===== config.mk =====
export PLATFORM = sky130hd
export DESIGN_NAME = txn_order_tracker
export DESIGN_NICKNAME = d
export VERILOG_FILES = /design/src/rtl/tdt_pkg.sv /design/src/rtl/tdt_cascade.sv /design/src/rtl/tdt_order.sv /design/src/rtl/tdt_graph.sv /design/src/rtl/txn_order_tracker.sv
export SDC_FILE = /design/constraint.sdc
export NUM_CORES = 1
export LEC_CHECK = 0
export CORE_ASPECT_RATIO = 0.6
export CORE_MARGIN = 5
export CORE_UTILIZATION = 56
export CTS_BUF_LIST = sky130_fd_sc_hd__clkbuf_8
export CTS_CLUSTER_SIZE = 40
export DETAILED_ROUTE_END_ITERATION = 8
export HOLD_SLACK_MARGIN = 0.08
export PLACE_DENSITY = 0.78
export SKIP_LAST_GASP = 1
export SLEW_MARGIN = 20
export SYNTH_ARGS = -nofsm -noshare
export SYNTH_HDL_FRONTEND = slang
export SYNTH_HIERARCHICAL = 1
export SYNTH_SLANG_ARGS = --single-unit

===== constraint.sdc =====
create_clock -name clk -period 16.8 [get_ports clk]
set_input_delay 1.68 -clock clk [delete_from_list [all_inputs] [get_ports clk]]
set_output_delay 1.68 -clock clk [all_outputs]
set_load 0.01 [all_outputs]

===== src/rtl/tdt_pkg.sv =====
package tdt_pkg;

  typedef enum logic [1:0] {
    CK_RD_WR = 2'd0,
    CK_WR_RD = 2'd1,
    CK_WR_WR = 2'd2,
    CK_RSVD  = 2'd3
  } conf_kind_e;

endpackage


===== src/rtl/tdt_cascade.sv =====
module tdt_cascade #(
  parameter int N = 4
) (
  input  logic [N-1:0]         seed,
  input  logic [N-1:0][N-1:0]  fwd,     // fwd[c][p]: consumer c took data from producer p
  output logic [N-1:0]         doomed
);

  // transitive closure of the abort set along data-passing edges
  function automatic logic [N-1:0] spread(input logic [N-1:0] s,
                                          input logic [N-1:0][N-1:0] f);
    logic [N-1:0] cur;
    cur = s;
    for (int pass = 0; pass < N; pass++) begin
      for (int c = 0; c < N; c++) begin
        if (|(f[c] & cur)) cur[c] = 1'b1;
      end
    end
    return cur;
  endfunction

  always_comb doomed = spread(seed, fwd);

endmodule


===== src/rtl/tdt_order.sv =====
module tdt_order #(
  parameter int N  = 4,
  parameter int IW = $clog2(N),
  parameter int CW = $clog2(N + 1)
) (
  input  logic          clk,
  input  logic          rst_n,
  input  logic [N-1:0]  drop,
  input  logic          add_vld,
  input  logic [IW-1:0] add_id,
  input  logic [IW-1:0] qa,
  input  logic [IW-1:0] qb,
  output logic          a_first,
  output logic [N-1:0]  occ
);

  logic [N-1:0][IW-1:0] ent_q, ent_d;
  logic [CW-1:0]        len_q, len_d;

  function automatic logic [CW-1:0] rank_of(input logic [N-1:0][IW-1:0] ents,
                                            input logic [CW-1:0] len,
                                            input logic [IW-1:0] id);
    logic [CW-1:0] r;
    r = CW'(N);
    for (int p = 0; p < N; p++) begin
      if (CW'(p) < len && ents[p] == id && r == CW'(N)) r = CW'(p);
    end
    return r;
  endfunction

  always_comb a_first = rank_of(ent_q, len_q, qa) < rank_of(ent_q, len_q, qb);

  // compact out leaving slots, keep survivors in order, then append
  always_comb begin
    ent_d = ent_q;
    len_d = '0;
    for (int p = 0; p < N; p++) begin
      if (CW'(p) < len_q && !drop[ent_q[p]]) begin
        for (int q = 0; q < N; q++) begin
          if (CW'(q) == len_d) ent_d[q] = ent_q[p];
        end
        len_d = len_d + 1'b1;
      end
    end
    if (add_vld && len_d < CW'(N)) begin
      for (int q = 0; q < N; q++) begin
        if (CW'(q) == len_d) ent_d[q] = add_id;
      end
      len_d = len_d + 1'b1;
    end
  end

  always_ff @(posedge clk) begin
    if (!rst_n) begin
      ent_q <= '0;
      len_q <= '0;
    end else begin
      ent_q <= ent_d;
      len_q <= len_d;
    end
  end

  always_comb begin
    occ = '0;
    for (int p = 0; p < N; p++) begin
      if (CW'(p) < len_q) occ[ent_q[p]] = 1'b1;
    end
  end

  // each listed slot appears once
  a_r2_no_dup_entries: assert property (@(posedge clk) disable iff (!rst_n)
    $countones(occ) == int'(len_q));

endmodule


===== src/rtl/tdt_graph.sv =====
module tdt_graph
  import tdt_pkg::*;
#(
  parameter int N  = 4,
  parameter int IW = $clog2(N)
) (
  input  logic          clk,
  input  logic          rst_n,
  input  logic          beg_vld,
  input  logic [IW-1:0] beg_id,
  input  logic          cfl_vld,
  input  logic [IW-1:0] cfl_src,
  input  logic [IW-1:0] cfl_dst,
  input  logic [1:0]    cfl_kind,
  input  logic          ovw_vld,
  input  logic [IW-1:0] ovw_id,
  input  logic          abt_vld,
  input  logic [IW-1:0] abt_id,
  input  logic [N-1:0]  creq,
  input  logic          src_first,
  output logic [N-1:0]  leave,
  output logic          join_vld,
  output logic [N-1:0]  live_o,
  output logic [N-1:0]  grant_o,
  output logic [N-1:0]  stall_o,
  output logic [N-1:0]  kill_o,
  output logic          cyc_o,
  output logic [IW-1:0] victim_o
);

  logic [N-1:0]         live_q, live_d;
  logic [N-1:0][N-1:0]  dep_q, dep_d;   // dep[i][j]: i waits for j
  logic [N-1:0][N-1:0]  fwd_q, fwd_d;   // fwd[i][j]: i received data from j
  logic [N-1:0][N-1:0]  fwd_eff;

  conf_kind_e kind;
  logic       cfl_ok, cyc_hit, edge_add, fwd_add;
  logic [N-1:0] seed, doomed, kill_c, commit_c, stall_c, blk, pending;

  function automatic logic [N-1:0] onehot(input logic [IW-1:0] id);
    return N'(1) << id;
  endfunction

  function automatic logic [N-1:0] column(input logic [N-1:0][N-1:0] m,
                                          input logic [IW-1:0] id);
    logic [N-1:0] c;
    for (int i = 0; i < N; i++) c[i] = m[i][id];
    return c;
  endfunction

  always_comb begin
    kind     = conf_kind_e'(cfl_kind);
    cfl_ok   = cfl_vld && kind != CK_RSVD && live_q[cfl_src] &&
               live_q[cfl_dst] && cfl_src != cfl_dst;
    cyc_hit  = cfl_ok && !src_first;
    edge_add = cfl_ok && src_first;
    fwd_add  = edge_add && kind == CK_WR_RD;

    fwd_eff = fwd_q;
    if (fwd_add) fwd_eff[cfl_dst][cfl_src] = 1'b1;

    seed = '0;
    if (abt_vld && live_q[abt_id]) seed = seed | onehot(abt_id);
    if (cyc_hit)                   seed = seed | onehot(cfl_src);
    if (ovw_vld && live_q[ovw_id]) seed = seed | column(fwd_eff, ovw_id);
  end

  tdt_cascade #(.N(N)) u_cascade (
    .seed   (seed),
    .fwd    (fwd_eff),
    .doomed (doomed)
  );

  always_comb begin
    kill_c = doomed & live_q;
    blk    = edge_add ? onehot(cfl_dst) : '0;
    for (int i = 0; i < N; i++) pending[i] = |dep_q[i];
    commit_c = creq & live_q & ~kill_c & ~blk & ~pending;
    stall_c  = creq & live_q & ~kill_c & ~commit_c;
    leave    = commit_c | kill_c;
    join_vld = beg_vld && !live_q[beg_id];
  end

  always_comb begin
    dep_d = dep_q;
    fwd_d = fwd_eff;
    if (edge_add) dep_d[cfl_dst][cfl_src] = 1'b1;
    for (int i = 0; i < N; i++) begin
      for (int j = 0; j < N; j++) begin
        if (leave[i] || leave[j]) begin
          dep_d[i][j] = 1'b0;
          fwd_d[i][j] = 1'b0;
        end
      end
    end
    live_d = (live_q & ~leave) | (join_vld ? onehot(beg_id) : '0);
  end

  always_ff @(posedge clk) begin
    if (!rst_n) begin
      live_q   <= '0;
      dep_q    <= '0;
      fwd_q    <= '0;
      grant_o  <= '0;
      stall_o  <= '0;
      kill_o   <= '0;
      cyc_o    <= 1'b0;
      victim_o <= '0;
    end else begin
      live_q   <= live_d;
      dep_q    <= dep_d;
      fwd_q    <= fwd_d;
      grant_o  <= commit_c;
      stall_o  <= stall_c;
      kill_o   <= kill_c;
      cyc_o    <= cyc_hit;
      victim_o <= cyc_hit ? cfl_src : '0;
    end
  end

  assign live_o = live_q;

  // never grant and abort the same slot together
  a_r10_grant_kill_disjoint: assert property (@(posedge clk) disable iff (!rst_n)
    (grant_o & kill_o) == '0);

  // a reported victim is in the abort vector
  a_r8_victim_killed: assert property (@(posedge clk) disable iff (!rst_n)
    cyc_o |-> kill_o[victim_o]);

  for (genvar gi = 0; gi < N; gi++) begin : g_row
    // a grant always answers a request from the previous cycle
    a_r3_grant_follows_request: assert property (@(posedge clk) disable iff (!rst_n)
      grant_o[gi] |-> $past(creq[gi]));
    // a slot is never granted and stalled together
    a_r4_grant_or_stall: assert property (@(posedge clk) disable iff (!rst_n)
      !(grant_o[gi] && stall_o[gi]));
    for (genvar gj = 0; gj < N; gj++) begin : g_col
      // edges only join live slots
      a_r5_edge_ends_live: assert property (@(posedge clk) disable iff (!rst_n)
        dep_q[gi][gj] |-> (live_q[gi] && live_q[gj]));
      // every data-passing edge is also an ordering edge
      a_r6_fwd_within_dep: assert property (@(posedge clk) disable iff (!rst_n)
        fwd_q[gi][gj] |-> dep_q[gi][gj]);
    end
  end

endmodule


===== src/rtl/txn_order_tracker.sv =====
module txn_order_tracker #(
  parameter int N  = 4,
  parameter int IW = $clog2(N)
) (
  input  logic          clk,
  input  logic          rst_n,
  input  logic          beg_vld,
  input  logic [IW-1:0] beg_id,
  input  logic          cfl_vld,
  input  logic [IW-1:0] cfl_src,
  input  logic [IW-1:0] cfl_dst,
  input  logic [1:0]    cfl_kind,
  input  logic          ovw_vld,
  input  logic [IW-1:0] ovw_id,
  input  logic          abt_vld,
  input  logic [IW-1:0] abt_id,
  input  logic [N-1:0]  creq,
  output logic [N-1:0]  grant,
  output logic [N-1:0]  stall,
  output logic [N-1:0]  kill,
  output logic          cyc_flag,
  output logic [IW-1:0] cyc_victim
);

  logic          src_first;
  logic [N-1:0]  leave, occ, live;
  logic          join_vld;

  tdt_order #(.N(N), .IW(IW)) u_order (
    .clk     (clk),
    .rst_n   (rst_n),
    .drop    (leave),
    .add_vld (join_vld),
    .add_id  (beg_id),
    .qa      (cfl_src),
    .qb      (cfl_dst),
    .a_first (src_first),
    .occ     (occ)
  );

  tdt_graph #(.N(N), .IW(IW)) u_graph (
    .clk       (clk),
    .rst_n     (rst_n),
    .beg_vld   (beg_vld),
    .beg_id    (beg_id),
    .cfl_vld   (cfl_vld),
    .cfl_src   (cfl_src),
    .cfl_dst   (cfl_dst),
    .cfl_kind  (cfl_kind),
    .ovw_vld   (ovw_vld),
    .ovw_id    (ovw_id),
    .abt_vld   (abt_vld),
    .abt_id    (abt_id),
    .creq      (creq),
    .src_first (src_first),
    .leave     (leave),
    .join_vld  (join_vld),
    .live_o    (live),
    .grant_o   (grant),
    .stall_o   (stall),
    .kill_o    (kill),
    .cyc_o     (cyc_flag),
    .victim_o  (cyc_victim)
  );

  // the order list holds exactly the live slots
  a_r2_order_matches_live: assert property (@(posedge clk) disable iff (!rst_n)
    occ == live);

endmodule


# == Word-level counts from Yosys, hierarchy flattened ==
# Cells that the tools add are included.
# classes
add_sub_neg,4
magnitude_cmp,17
n_eq_ne,28
n_shift,4
n_mux,84
n_bitwise,35
reduce_logical,78
# ops
cell,count
AND 4 bit,23
OR reduction 4 bit,20
two-way mux 3 bit,12
two-way mux 8 bit,4
bitwise OR 16 bit,2
logical AND 1 bit,31
two-way mux 1 bit,31
two-way mux 2 bit,15
< comparator 2 x 3 -> 1 bit (second input constant),9
binary-select mux 1 bit (select 2 bit),13
two-way mux 4 bit,6
inverter 4 bit,5
OR reduction 2 bit,10
== test 2 x 3 -> 1 bit (first input constant),6
== test 3 bit (second input constant),6
== test 2 bit,8
two-way mux 16 bit,1
bitwise OR 4 bit,4
<< shifter 1 x 2 -> 4 bit (first input constant),4
logical NOT 3 bit,4
adder 3 x 1 -> 3 bit (second input constant),3
== test 1 x 3 -> 1 bit (first input constant),3
demux 4 bit (select 2 bit),1
logical NOT 1 bit,6
14 further kinds,23
# word_totals
ff_bits,62
inputBits,22
out_inout_bits,15
word_cells,293

# == Depth between registers and ports, before layout ==
# logic_depth
word_depth,88
depth_mapped,42

# == Modules after synthesis ==
# The synthesis kept the hierarchy.
# modules_own_cells
module,n_inst,cells_each,area_per_inst_um2,seq_area_each_um2
tdt_graph,1,261,2379.8,1021.0
tdt_order,1,193,1519.0,220.2
tdt_cascade,1,22,161.4,0.0

# == Worst setup path before layout ==
# No wires, ideal clock.
# synth_path
path_type,input-to-reg
startpoint,in cfl_dst[1]
endpoint,reg u_order.len_q[2]
setup_ns,0.076
arrival_ns,8.926
required_time_ns,16.724
setup_slack_ns,7.798
path_stages,34
cell_sequence,xnor2_1 -> and3_1 -> or4_1 -> ha_1 -> o311a_1 -> a211oi_1 -> and3_1 -> and3_1 -> a31o_1 -> mux2i_1 -> o311ai_1 -> a221o_1 -> a21o_1 -> a221o_1 -> a21o_1 -> a221o_1 -> a21oi_1 -> o21ai_1 -> or3_1 -> a31o_2 -> nand2_2 -> mux2i_1 -> and2_1 -> a21oi_1 -> inv_1 -> ha_1 -> xnor2_1 -> inv_1 -> ha_1 -> ha_1 -> mux2_4 -> ha_1 -> nand2b_1 -> a21boi_0
# synth_lines
element,line,text
"start, declared",txn_order_tracker.sv:11,"input logic [IW-1:0] cfl_dst,"
"end signal, assigned",tdt_order.sv:59,len_q <= len_d;
"end, declared",tdt_order.sv:18,"logic [CW-1:0] len_q, len_d;"

==> flow_summary.yaml <==
worst_setup_path:
  slowest_delay_ps: 790
  start_kind: "input pin"
  rrSetupSlack_ps: 7290
  critPathMaxFanout: 14
  worst-path-buf-inv: 4
  cp.arrival_ps: 11040
  cpMostUsedCell: "ha_1"
  critPathKind: "in2reg"
  cp_slowest_cell: "clkdlybuf4s50_1"
  end_kind: "flop"
  critical-path-top-delay-family: "compound AO/OA/AOI/OAI gates"
  cp.required_ps: 17080
place:
  dp_hpwl_mm: 8.519
  place_area_sq_um: 4278
  place_congestion: 0.9842
  portBuffers: 36
  place_inst: 551
  pre_cts_slack_ps: 5916
clock_network:
  post_cts_buffers: 0
  worstSkewPairLatency_ps: 350
  ctsHoldBuffers: 0
  clk_pin_slew_ps: 70
  cts_inserted_buffers: 9
  clock_path_buffers: 2
  htree_levels: 3
  root_buffer: "clkbuf_8"
  cts_tree: "built"
  cts_sinks: 62
  cts_resized: 0
flow_run:
  maxCapViolCount: 0
global_routing:
  grt_max_degree: 23
  grt_pass1_wl_mm: 17.97
  grtUsageTotal_pct: 26.11
  antenna_found_initial: 0
  grt_pass1_vias: 3293
  grt_overflow: 0
detailed_routing:
  firstDrtPassIters: 6
  antenna_left: 0
  wirelength_mm: 11.28
  vias_per_cell: 6.418
  vias: 3639
  wl_per_cell_um: 19.89
  drt_iter0_markers: 456
  drc: 0
sta:
  timing.setup.tns_ps: 0
  setup_slack_ps: 6042
  setup_viol: 0
  clock_skew_ps: 6.387
  maxSlewViolCount: 0
  maxSlewHeadroom_pct: 43.62
  rsz0062_at_grt: "no"
  fin_crit_sh_pct: 64.04
  worstMarginPinSlew_ps: 843.1
  hold_ws_ps: 428.2
  hold_viol: 0
  max_freq_mhz: 92.95
  fin_crit_ps: 10760
cells_and_area:
  nFillCells: 577
  drive_gt1_share_pct: 13.13
  n_antenna_cell: 0
  multi_input_area_sq_um: 2447
  syn_to_final_growth_pct: 14.18
  final_net_count: 511
  layout.area.seq_sq_um: 1241
  fin_area_sq_um: 4483
  final_cells: 567
worst_hold_path:
  hp-class: "reg2reg"
power:
  max-vdd-ir-drop_uv: 68.20
  powerDensity_nw_per_um2: 107.9
  p_leak_nw: 1.788
outcome:
  status: "finished, final reports clean"
synth:
  netlist_instances: 452
  syn_avg_cell_area_sq_um: 8.686
  synth_nets: 488
  synth_area_sq_um: 3926
  yosys_warnings: 6
floorplanning:
  rows: 23
  die_height_um: 74.86
  initial_core_util_pct: 58.31
  dieArea_sq_um: 8841
  ios: 37
  dieWidth_um: 118.1
  core_sq_um: 6734
[state kept, by name (all words and copies together) (netlist names)]
name              flops
u_graph/stall_o       4
u_graph/grant_o       4
u_graph/dep_q        16
u_graph/kill_o        4
u_graph/cyc_o         1
u_graph/fwd_q        16
u_graph/live_o        4
u_graph/victim_o      2
u_order/len_q         3
u_order/ent_q         8
[final cells by class]
type	instances	share of cell area [%]
clock inverters	7	1.814
clock buffers	9	2.763
repair buffers	36	8.038
inverters	32	2.679
well taps	87	2.428
multi-input cells	334	54.59
flip-flops and latches	62	27.69
[tightest hold or removal path, stage by stage (launching register included)]
cell and delay, ps:
dfxtp_1 310, inv_1 50, nor2_1 30
[metal layers]
metal  vias up  wire, um  track usage, %
li1       1697         -               -
met1      1699      5495           40.19
met2       228      4139           33.33
met3        15      1528           10.06
met4         0       113           6.361
met5         -         0               0
[path summary, 6_finish.rpt]
check,start,end,cells past startpoint
min reg2reg,u_graph/fwd_q[5]$_SDFF_PP0_,u_graph/fwd_q[5]$_SDFF_PP0_,2
min,u_graph/fwd_q[5]$_SDFF_PP0_,u_graph/fwd_q[5]$_SDFF_PP0_,2
max reg2reg,u_order/len_q[2]$_SDFF_PN0_,u_order/ent_q[7]$_SDFF_PN0_,38
max,cfl_dst[0],u_order/ent_q[7]$_SDFF_PN0_,38
[power by group]
group	switching [mW]	internal, mW	total [mW]
combinational	0.105	0.0713	0.176
clock	0.0661	0.0705	0.137
sequential	0.0159	0.155	0.171
[stage by stage]
| step | util, % | power, mW |
|---|---|---|
| after floorplan | - | 0.3047 |
| after global placement | 63.53 | 0.3400 |
| after detailed placement | 63.53 | 0.3443 |
| after CTS | 66.57 | 0.4805 |
| after global routing | 66.57 | 0.5118 |
| final | 66.57 | 0.4835 |
[placed cells by master, fill, tap and decap left out, drive strengths merged, types with 8 or more instances in the layout]
cell,count
xor2,8
a21o,10
clkbuf,9
o21ai,22
ha,14
inv,34
clkdlybuf4s50,36
and2,13
nand3,18
nor3b,10
nor2,35
a21oi,24
nand2,30
mux2i,11
a31oi,13
dfxtp,62
nor3,23
xnor2,12
Power figures use the tool's default switching activity.
